### src/rtl/hsw_pkg.sv
package hsw_pkg;
  typedef enum logic [1:0] {
    LK_OFF  = 2'd0,
    LK_INIT = 2'd1,
    LK_WAIT = 2'd2,
    LK_LINK = 2'd3
  } lk_state_t;

  // line vector bit positions
  localparam int LN_BP_SDA = 0;
  localparam int LN_BP_SCL = 1;
  localparam int LN_CD_SDA = 2;
  localparam int LN_CD_SCL = 3;
  localparam int LN_NUM    = 4;
endpackage

### src/rtl/hsw_line_sync.sv
module hsw_line_sync #(
  parameter int N = 4
) (
  input  logic         clk,
  input  logic         rst_n,
  input  logic [N-1:0] raw_i,
  output logic [N-1:0] sync_o
);
  // two flops per line
  for (genvar g = 0; g < N; g++) begin : g_line
    logic s1_q, s2_q;
    always_ff @(posedge clk or negedge rst_n) begin
      if (!rst_n) begin
        s1_q <= 1'b0;
        s2_q <= 1'b0;
      end else begin
        s1_q <= raw_i[g];
        s2_q <= s1_q;
      end
    end
    assign sync_o[g] = s2_q;
  end
endmodule

### src/rtl/hsw_bus_watch.sv
module hsw_bus_watch
  import hsw_pkg::*;
#(
  parameter int IDLE_CYC = 7000,
  localparam int CW = $clog2(IDLE_CYC + 1)
) (
  input  logic              clk,
  input  logic              rst_n,
  input  logic              armed_i,
  input  logic [LN_NUM-1:0] lines_i,
  output logic              idle_hit_o,
  output logic              stop_hit_o
);
  logic [CW-1:0] cnt_q, cnt_d;
  logic          cnt_en;
  logic          sda_prev_q;
  logic          all_hi;

  assign all_hi = &lines_i;

  // any low line clears the count; R3: saturate at the limit
  always_comb begin
    cnt_d  = cnt_q;
    cnt_en = 1'b0;
    if (!armed_i || !all_hi) begin
      cnt_d  = '0;
      cnt_en = (cnt_q != '0);
    end else if (cnt_q != CW'(IDLE_CYC - 1)) begin
      cnt_d  = cnt_q + CW'(1);
      cnt_en = 1'b1;
    end
  end

  always_ff @(posedge clk or negedge rst_n) begin
    if (!rst_n) begin
      cnt_q      <= '0;
      sda_prev_q <= 1'b0;
    end else begin
      if (cnt_en) cnt_q <= cnt_d;
      sda_prev_q <= lines_i[LN_BP_SDA];
    end
  end

  assign idle_hit_o = armed_i && all_hi && (cnt_q == CW'(IDLE_CYC - 1));
  // data rose (previous low, now high) while clock high, all lines high
  assign stop_hit_o = armed_i && all_hi && !sda_prev_q;


  idle_cnt_bound_chk: assert property (@(posedge clk) disable iff (!rst_n)
    cnt_q <= CW'(IDLE_CYC - 1));
endmodule

### src/rtl/hsw_link_seq.sv
module hsw_link_seq
  import hsw_pkg::*;
#(
  parameter int INIT_CYC = 6500,
  localparam int IW = $clog2(INIT_CYC + 1)
) (
  input  logic clk,
  input  logic rst_n,
  input  logic en_i,
  input  logic idle_hit_i,
  input  logic stop_hit_i,
  output logic armed_o,
  output logic link_o
);
  lk_state_t     st_q, st_d;
  logic [IW-1:0] icnt_q, icnt_d;
  logic          icnt_en;
  logic          link_q, link_d;

  always_comb begin
    st_d    = st_q;
    icnt_d  = icnt_q;
    icnt_en = 1'b0;
    unique case (st_q)
      LK_OFF: if (en_i) begin
        st_d    = LK_INIT;
        icnt_d  = '0;
        icnt_en = 1'b1;
      end
      // settling phase, detector not armed
      LK_INIT: if (icnt_q == IW'(INIT_CYC - 1)) begin
        st_d = LK_WAIT;
      end else begin
        icnt_d  = icnt_q + IW'(1);
        icnt_en = 1'b1;
      end
      LK_WAIT: if (idle_hit_i || stop_hit_i) st_d = LK_LINK;
      LK_LINK: st_d = LK_LINK;
      default: st_d = LK_OFF;
    endcase
    if (!en_i) st_d = LK_OFF;
  end

  assign link_d = (st_d == LK_LINK);

  always_ff @(posedge clk or negedge rst_n) begin
    if (!rst_n) begin
      st_q   <= LK_OFF;
      icnt_q <= '0;
      link_q <= 1'b0;
    end else begin
      st_q   <= st_d;
      if (icnt_en) icnt_q <= icnt_d;
      link_q <= link_d;
    end
  end

  assign armed_o = (st_q == LK_WAIT);
  assign link_o  = link_q;


  en_drop_chk: assert property (@(posedge clk) disable iff (!rst_n)
    !en_i |=> !link_q);

  link_hold_chk: assert property (@(posedge clk) disable iff (!rst_n)
    (link_q && en_i) |=> link_q);

  link_from_wait_chk: assert property (@(posedge clk) disable iff (!rst_n)
    $rose(link_q) |-> ($past(st_q) == LK_WAIT));
endmodule

### src/rtl/hsw_link_ctrl.sv
module hsw_link_ctrl
  import hsw_pkg::*;
#(
  parameter int CLK_MHZ = 50,
  parameter int INIT_US = 130,
  parameter int IDLE_US = 140
) (
  input  logic clk,
  input  logic rst_n,
  input  logic en_i,
  input  logic bp_sda_i,
  input  logic bp_scl_i,
  input  logic cd_sda_i,
  input  logic cd_scl_i,
  output logic link_o,
  output logic boost_o,
  output logic ready_o
);
  localparam int INIT_CYC = CLK_MHZ * INIT_US;
  localparam int IDLE_CYC = CLK_MHZ * IDLE_US;

  logic [LN_NUM-1:0] raw_lines, sync_lines;
  logic              armed, idle_hit, stop_hit, link;

  always_comb begin
    raw_lines            = '0;
    raw_lines[LN_BP_SDA] = bp_sda_i;
    raw_lines[LN_BP_SCL] = bp_scl_i;
    raw_lines[LN_CD_SDA] = cd_sda_i;
    raw_lines[LN_CD_SCL] = cd_scl_i;
  end

  hsw_line_sync #(.N(LN_NUM)) u_sync (
    .clk    (clk),
    .rst_n  (rst_n),
    .raw_i  (raw_lines),
    .sync_o (sync_lines)
  );

  hsw_bus_watch #(.IDLE_CYC(IDLE_CYC)) u_watch (
    .clk        (clk),
    .rst_n      (rst_n),
    .armed_i    (armed),
    .lines_i    (sync_lines),
    .idle_hit_o (idle_hit),
    .stop_hit_o (stop_hit)
  );

  hsw_link_seq #(.INIT_CYC(INIT_CYC)) u_seq (
    .clk        (clk),
    .rst_n      (rst_n),
    .en_i       (en_i),
    .idle_hit_i (idle_hit),
    .stop_hit_i (stop_hit),
    .armed_o    (armed),
    .link_o     (link)
  );

  // one registered value drives all three
  assign link_o  = link;
  assign boost_o = link;
  assign ready_o = link;
endmodule

### config.mk
export PLATFORM = sky130hd
export DESIGN_NAME = hsw_link_ctrl
export DESIGN_NICKNAME = d
export VERILOG_FILES = /design/src/rtl/hsw_pkg.sv /design/src/rtl/hsw_line_sync.sv /design/src/rtl/hsw_bus_watch.sv /design/src/rtl/hsw_link_seq.sv /design/src/rtl/hsw_link_ctrl.sv
export SDC_FILE = /design/constraint.sdc
export NUM_CORES = 1
export LEC_CHECK = 0
export BUFFER_PORTS_ARGS = -buffer_cell sky130_fd_sc_hd__buf_2
export CORE_MARGIN = 3
export CORE_UTILIZATION = 42
export DETAILED_ROUTE_END_ITERATION = 16
export PLACE_DENSITY_LB_ADDON = 0.2
export SYNTH_ARGS = -nofsm -noshare
export SYNTH_HDL_FRONTEND = slang
export SYNTH_SLANG_ARGS = --single-unit
### constraint.sdc
create_clock -name clk -period 2.2 [get_ports clk]
set_clock_uncertainty 0.1 [all_clocks]
set_input_delay 0 -clock clk [delete_from_list [all_inputs] [get_ports clk]]
set_output_delay 0 -clock clk [all_outputs]
set_load 0.005 [all_outputs]
# Yosys cells after proc, flatten, opt, wreduce, memory -nomap -nowiden
# Index checks and enable logic that the tools add are counted.
word_totals:
  register_bits: 38
  input_bits: 7
  word_cells: 53
op_classes:
  add_sub_neg: 2
  eq_ne: 9
  muxes: 14
  n_reduce_logical: 15
op_table:
  columns: ["cell", "count"]
  rows:
  - ["13-bit two-way mux", 4]
  - ["13-bit by 1-bit adder with 13-bit output, second input constant", 2]
  - ["13-bit == test, second input constant", 2]
  - ["13-bit case mux with 2 select lines", 1]
  - ["13-bit inequality test, second input constant", 1]
  - ["13-bit nonzero test", 1]
  - ["2-bit case mux with 4 select lines", 1]
  - ["4-bit AND reduction", 2]
  - ["2-bit == test, second input constant", 3]
  - ["2-bit two-way mux", 3]
  - ["1-bit two-way mux", 4]
  - ["2-bit inequality test, second input constant", 2]
  - ["2-bit nonzero test", 2]
  - ["1-bit logical AND", 3]
  - ["1-bit zero test", 3]
  - ["2-bit by 1-bit == test with 1-bit output, second input constant", 1]
  - ["2-bit zero test", 1]
  - ["1-bit logical OR", 2]
  - ["1-bit case mux with 2 select lines", 1]
  - ["2-bit AND reduction", 1]

# Depth between registers and ports, before layout
logic_depth:
  depth_word: 8
  ltp_mapped: 6
  depth_no_buf: 6

# By module
# Synthesis repeated with hierarchy kept, for this count alone.
unflattened:
  cells_unflattened: 188
  hier_area_um2: 1903.1
modules_own_cells:
  columns: ["module", "instances", "cells_per_inst", "area_per_inst_um2", "seq_area_each_um2"]
  rows:
  - ["hsw_link_seq", 1, 90, 867.1, 400.4]
  - ["hsw_bus_watch", 1, 84, 790.8, 350.3]
  - ["hsw_line_sync", 1, 12, 230.2, 200.2]
  - ["hsw_link_ctrl", 1, 2, 15.0, 0.0]

# Worst setup path before layout
# No wires, ideal clock.
synth_path:
  path_kind: "register to register"
  startpoint: "reg u_watch.cnt_q[3]"
  endpoint: "reg u_watch.cnt_q[0]"
  arrival_time_ns: 1.625
  required_ns: 1.975
  path_slack_ns: 0.350
  stages_incl_launch_ff: 5
  cell_sequence: "dfrtp_1 or4_4 nor4_4 nor2_2 mux2_2"
synth_between:
  elab_chain_len: 4
synth_lines:
  columns: ["element", "line_no", "source"]
  rows:
  - ["start: declaration", "hsw_bus_watch.sv:14", "logic [CW-1:0] cnt_q, cnt_d;"]
  - ["start signal: assignment", "hsw_bus_watch.sv:39", "if (cnt_en) cnt_q <= cnt_d;"]
  - ["13-bit inequality test", "hsw_bus_watch.sv:28", "end else if (cnt_q != CW'(IDLE_CYC - 1)) begin"]
  - ["1-bit two-way mux", "hsw_bus_watch.sv:28", null]
  - ["1-bit two-way mux", "hsw_bus_watch.sv:25", "if (!armed_i || !all_hi) begin"]
  - ["2-bit AND reduction (no line) (*)", null, null]
# Mark *: on every way between the ends. The rest lies on a longest branch, timed or not.
# A chain may end at the register's enable or synchronous reset.

# Final worst setup path
layout_path:
  startpoint: "reg u_watch.cnt_q[5]"
  endpoint: "reg u_watch.cnt_q[0]"
# Same word-level chain as after synthesis.

==> impl_metrics.sql <==
INSERT INTO impl_metrics (metric_group, metric, value, unit) VALUES
('floorplanning', 'die_width', '71.59', 'um'),
('clocking', 'maximum_number_of_buffers_from_clock_root_to_sink', '2', ''),
('synth', 'mappedNetlistNets', '183', ''),
('outcome', 'status', 'finished clean', ''),
('global_routing', 'grt_overflow', '0', ''),
('setup_path', 'crit_required', '2.28', 'ns'),
('place', 'dp_hpwl', '2.410', 'mm'),
('clocking', 'cts-htree-levels', '2', ''),
('clocking', 'numCtsBuffers', '5', ''),
('sta', 'setup-violations-final', '0', ''),
('setup_path', 'cell_breakdown_of_the_critical_path', 'or4_4, nor4_4, nor2_2, mux2_2', ''),
('global_routing', 'grt_start_max_net_pins', '39', ''),
('setup_path', 'crit_family', 'simple AND/OR/NAND/NOR gates', ''),
('setup_path', 'critPathLaunchType', 'flip-flop', ''),
('sta', 'slew_headroom', '0.4628', ''),
('pwr', 'vdd.ir_drop.worst', '412.7', 'uV'),
('place', 'routabilityCongestion', '0.8576', ''),
('detailed_routing', 'drt_drc_violations_left', '0', ''),
('global_routing', 'vias_in_the_first_global_route', '1370', ''),
('layout', 'number_of_diodes_added_for_antenna_fixing', '0', ''),
('setup_path', 'critPathArrivalTime', '2.06', 'ns'),
('synth', 'edff_count_synth', '0', ''),
('setup_path', 'rr_worst_depth', '4', ''),
('detailed_routing', 'detail_route.first_pass.iterations', '4', ''),
('synth', 'yosys.cell_count.top_type', 'dfrtp_1', ''),
('floorplanning', 'die-height', '71.59', 'um'),
('setup_path', 'path_max_fanout', '5', ''),
('synth', 'syn-instance-count', '173', ''),
('synth', 'synth_seq_area_share', '0.5263', ''),
('sta', 'grt_setup_unrepaired', 'no', ''),
('detailed_routing', 'ant_nets', '0', ''),
('detailed_routing', 'vias', '1333', ''),
('detailed_routing', 'route.detailed.wl_per_inst', '14.07', 'um'),
('pwr', 'total_power', '0.001417', 'W'),
('clocking', 'worst_setup_hold_path_clk_slew', '0.08', 'ns'),
('global_routing', 'grt_pass1_wl', '6.182', 'mm'),
('detailed_routing', 'first_iter_violations', '96', ''),
('synth', 'yosys.cell_types.count', '41', ''),
('floorplanning', 'initial_utilization', '0.4421', ''),
('sta', 'timing.final.hold_violations', '0', ''),
('synth', 'yosysWarnings', '0', ''),
('setup_path', 'timing.critical_path.buf_inv', '0', ''),
('layout', 'area_growth', '15.17', '%'),
('clocking', 'tritoncts', 'done', ''),
('clocking', 'clk_latency', '0.29', 'ns'),
('place', 'numPortBuffers', '9', ''),
('detailed_routing', 'routed_wirelength', '3.433', 'mm'),
('setup_path', 'rrSetupSlack', '0.22', 'ns'),
('floorplanning', 'std_cell_rows', '23', ''),
('setup_path', 'worst_setup_path_end_kind', 'flip-flop', ''),
('synth', 'dominantRegCellSynth', 'dfrtp_1', ''),
('clocking', 'cts_root_buffer', 'clkbuf_8', ''),
('layout', 'final_layout_size_suffix_gt1_frac', '0.1443', ''),
('synth', 'synthesis.area', '0.001807', 'sq mm'),
('floorplanning', 'die_area', '0.005124', 'sq mm'),
('clocking', 'cts_repair_resize_count', '0', ''),
('place', 'pre_cts_slack', '0.2287', 'ns'),
('clocking', 'post_cts_buffers', '0', ''),
('synth', 'yosysTopAreaCell', 'dfrtp_1', ''),
('setup_path', 'timing.critical_path.slowest_stage_cell', 'or4_4', ''),
('sta', 'final.period_utilization', '0.9007', ''),
('setup_path', 'crit-reg2reg-launch', 'u_watch.cnt_q[5]', ''),
('sta', 'min_clock_period_post_route', '1.982', 'ns'),
('synth', 'synth.top_cells.by_count', '38 x dfrtp_1, 18 x nor2_1, 11 x o21ai_0, 10 x xnor2_1', ''),
('setup_path', 'reg2reg_to', 'u_watch.cnt_q[0]', ''),
('worst_hold_path', 'path_class_of_the_lowest_slack_min_delay_path', 'primary input to async pin', ''),
('sta', 'achievable_frequency', '0.5047', 'GHz'),
('sta', 'tns', '0', 'ns'),
('synth', 'ys_async_sr_fraction', '1.000', ''),
('synth', 'synth_top_area_share', '0.5263', ''),
('detailed_routing', 'detail_route.vias_per_cell', '5.463', '');
## worst register-to-register path: stages (launching register included)
cell,delay [ns]
dfrtp_1,0.44
or4_4,0.56
nor4_4,0.41
nor2_2,0.09
mux2_2,0.27
## cells by family (layout without fill, tap and decap cells)
group	after synthesis	after routing	share of synthesized area
buf+inv	13	34	0.03116
fa+ha+maj	3	3	0.02078
simple gates	73	73	0.2396
mux	2	2	0.01246
flops	38	38	0.5263
xor+xnor	13	13	0.06302
compound gates	31	31	0.1067
## per-layer routing
metal  wire length [um]  vias to the layer above  track usage
met2               1647                       18       0.2429
li1                   -                      663            -
met3                 94                        2      0.05049
met1               1668                      650       0.2005
met4                 22                        0      0.05428
met5                  0                        -            0
## timing repair
item                       CTS  global route
hold buffers                 6             0
setup endpoints to repair    0             0
hold endpoints to repair    45             0
## stage by stage
stage | cells | instance area (sq um) | utilization | hold slack, ns
floorplan | 173 | 1807 | - | -0.3956
global placement | 230 | 1907 | 0.4666 | 0.01043
detailed placement | 230 | 1907 | 0.4666 | 0.009808
CTS | 244 | 2081 | 0.5092 | 0.2351
global route | 244 | 2081 | 0.5092 | 0.2390
finish | 244 | 2081 | 0.5092 | 0.2258
## final cells by class
| type | instances | area, sq um |
|---|---|---|
| clock buffer | 5 | 68.82 |
| clock inverter | 3 | 45.04 |
| fill | 379 | 2006 |
| inverter | 9 | 33.78 |
| multi-input combinational | 122 | 799.5 |
| sequential | 38 | 950.9 |
| tap | 50 | 62.56 |
| timing repair buffer | 17 | 120.1 |
## worst max path at each step
stage	startpoint	endpoint	cells past startpoint
6_report	u_watch.cnt_q[5]	u_watch.cnt_q[0]	4
5_1_grt	u_watch.cnt_q[0]	u_watch.cnt_q[9]	6
4_1_cts	u_watch.cnt_q[5]	u_watch.cnt_q[0]	4
3_5_place_dp	u_watch.cnt_q[5]	u_watch.cnt_q[0]	4
3_3_place_gp	u_watch.cnt_q[3]	u_watch.cnt_q[0]	4
2_1_floorplan	u_watch.cnt_q[3]	u_watch.cnt_q[0]	4
## flip-flops by register name (all words and copies together), names as in the netlist
name	flops
u_seq.icnt_q	13
u_seq.link_o	1
u_seq.st_q	2
u_watch.sda_prev_q	1
u_sync.g_line.s2_q	4
u_watch.cnt_q	13
u_sync.g_line.s1_q	4
## cell usage in the layout, fill, tap and decap left out, drive strengths merged, types with 2 or more instances in the layout
| cell | n |
|---|---|
| nand3 | 9 |
| nor4 | 3 |
| o21a | 2 |
| o21ai | 11 |
| buf | 11 |
| clkinvlp | 2 |
| o41ai | 3 |
| ha | 3 |
| nor2 | 19 |
| clkbuf | 5 |
| o31ai | 2 |
| dlygate4sd3 | 6 |
| and2 | 4 |
| dfrtp | 38 |
| a21oi | 8 |
| xnor2 | 10 |
| or3 | 4 |
| inv | 9 |
| nor3 | 6 |
| or4 | 3 |
| nand4 | 8 |
| mux2 | 2 |
| nand2 | 8 |
| xor2 | 3 |
## where the power goes
group          internal [W]   total, W  switching (W)  leakage (nW)
combinational     0.0000338  0.0000794      0.0000456         0.333
sequential         0.000722   0.000743      0.0000201         0.504
clock              0.000337   0.000595       0.000258        0.0504
total               0.00109    0.00142       0.000324         0.887
Note: power is estimated with default switching activity, not from simulation.
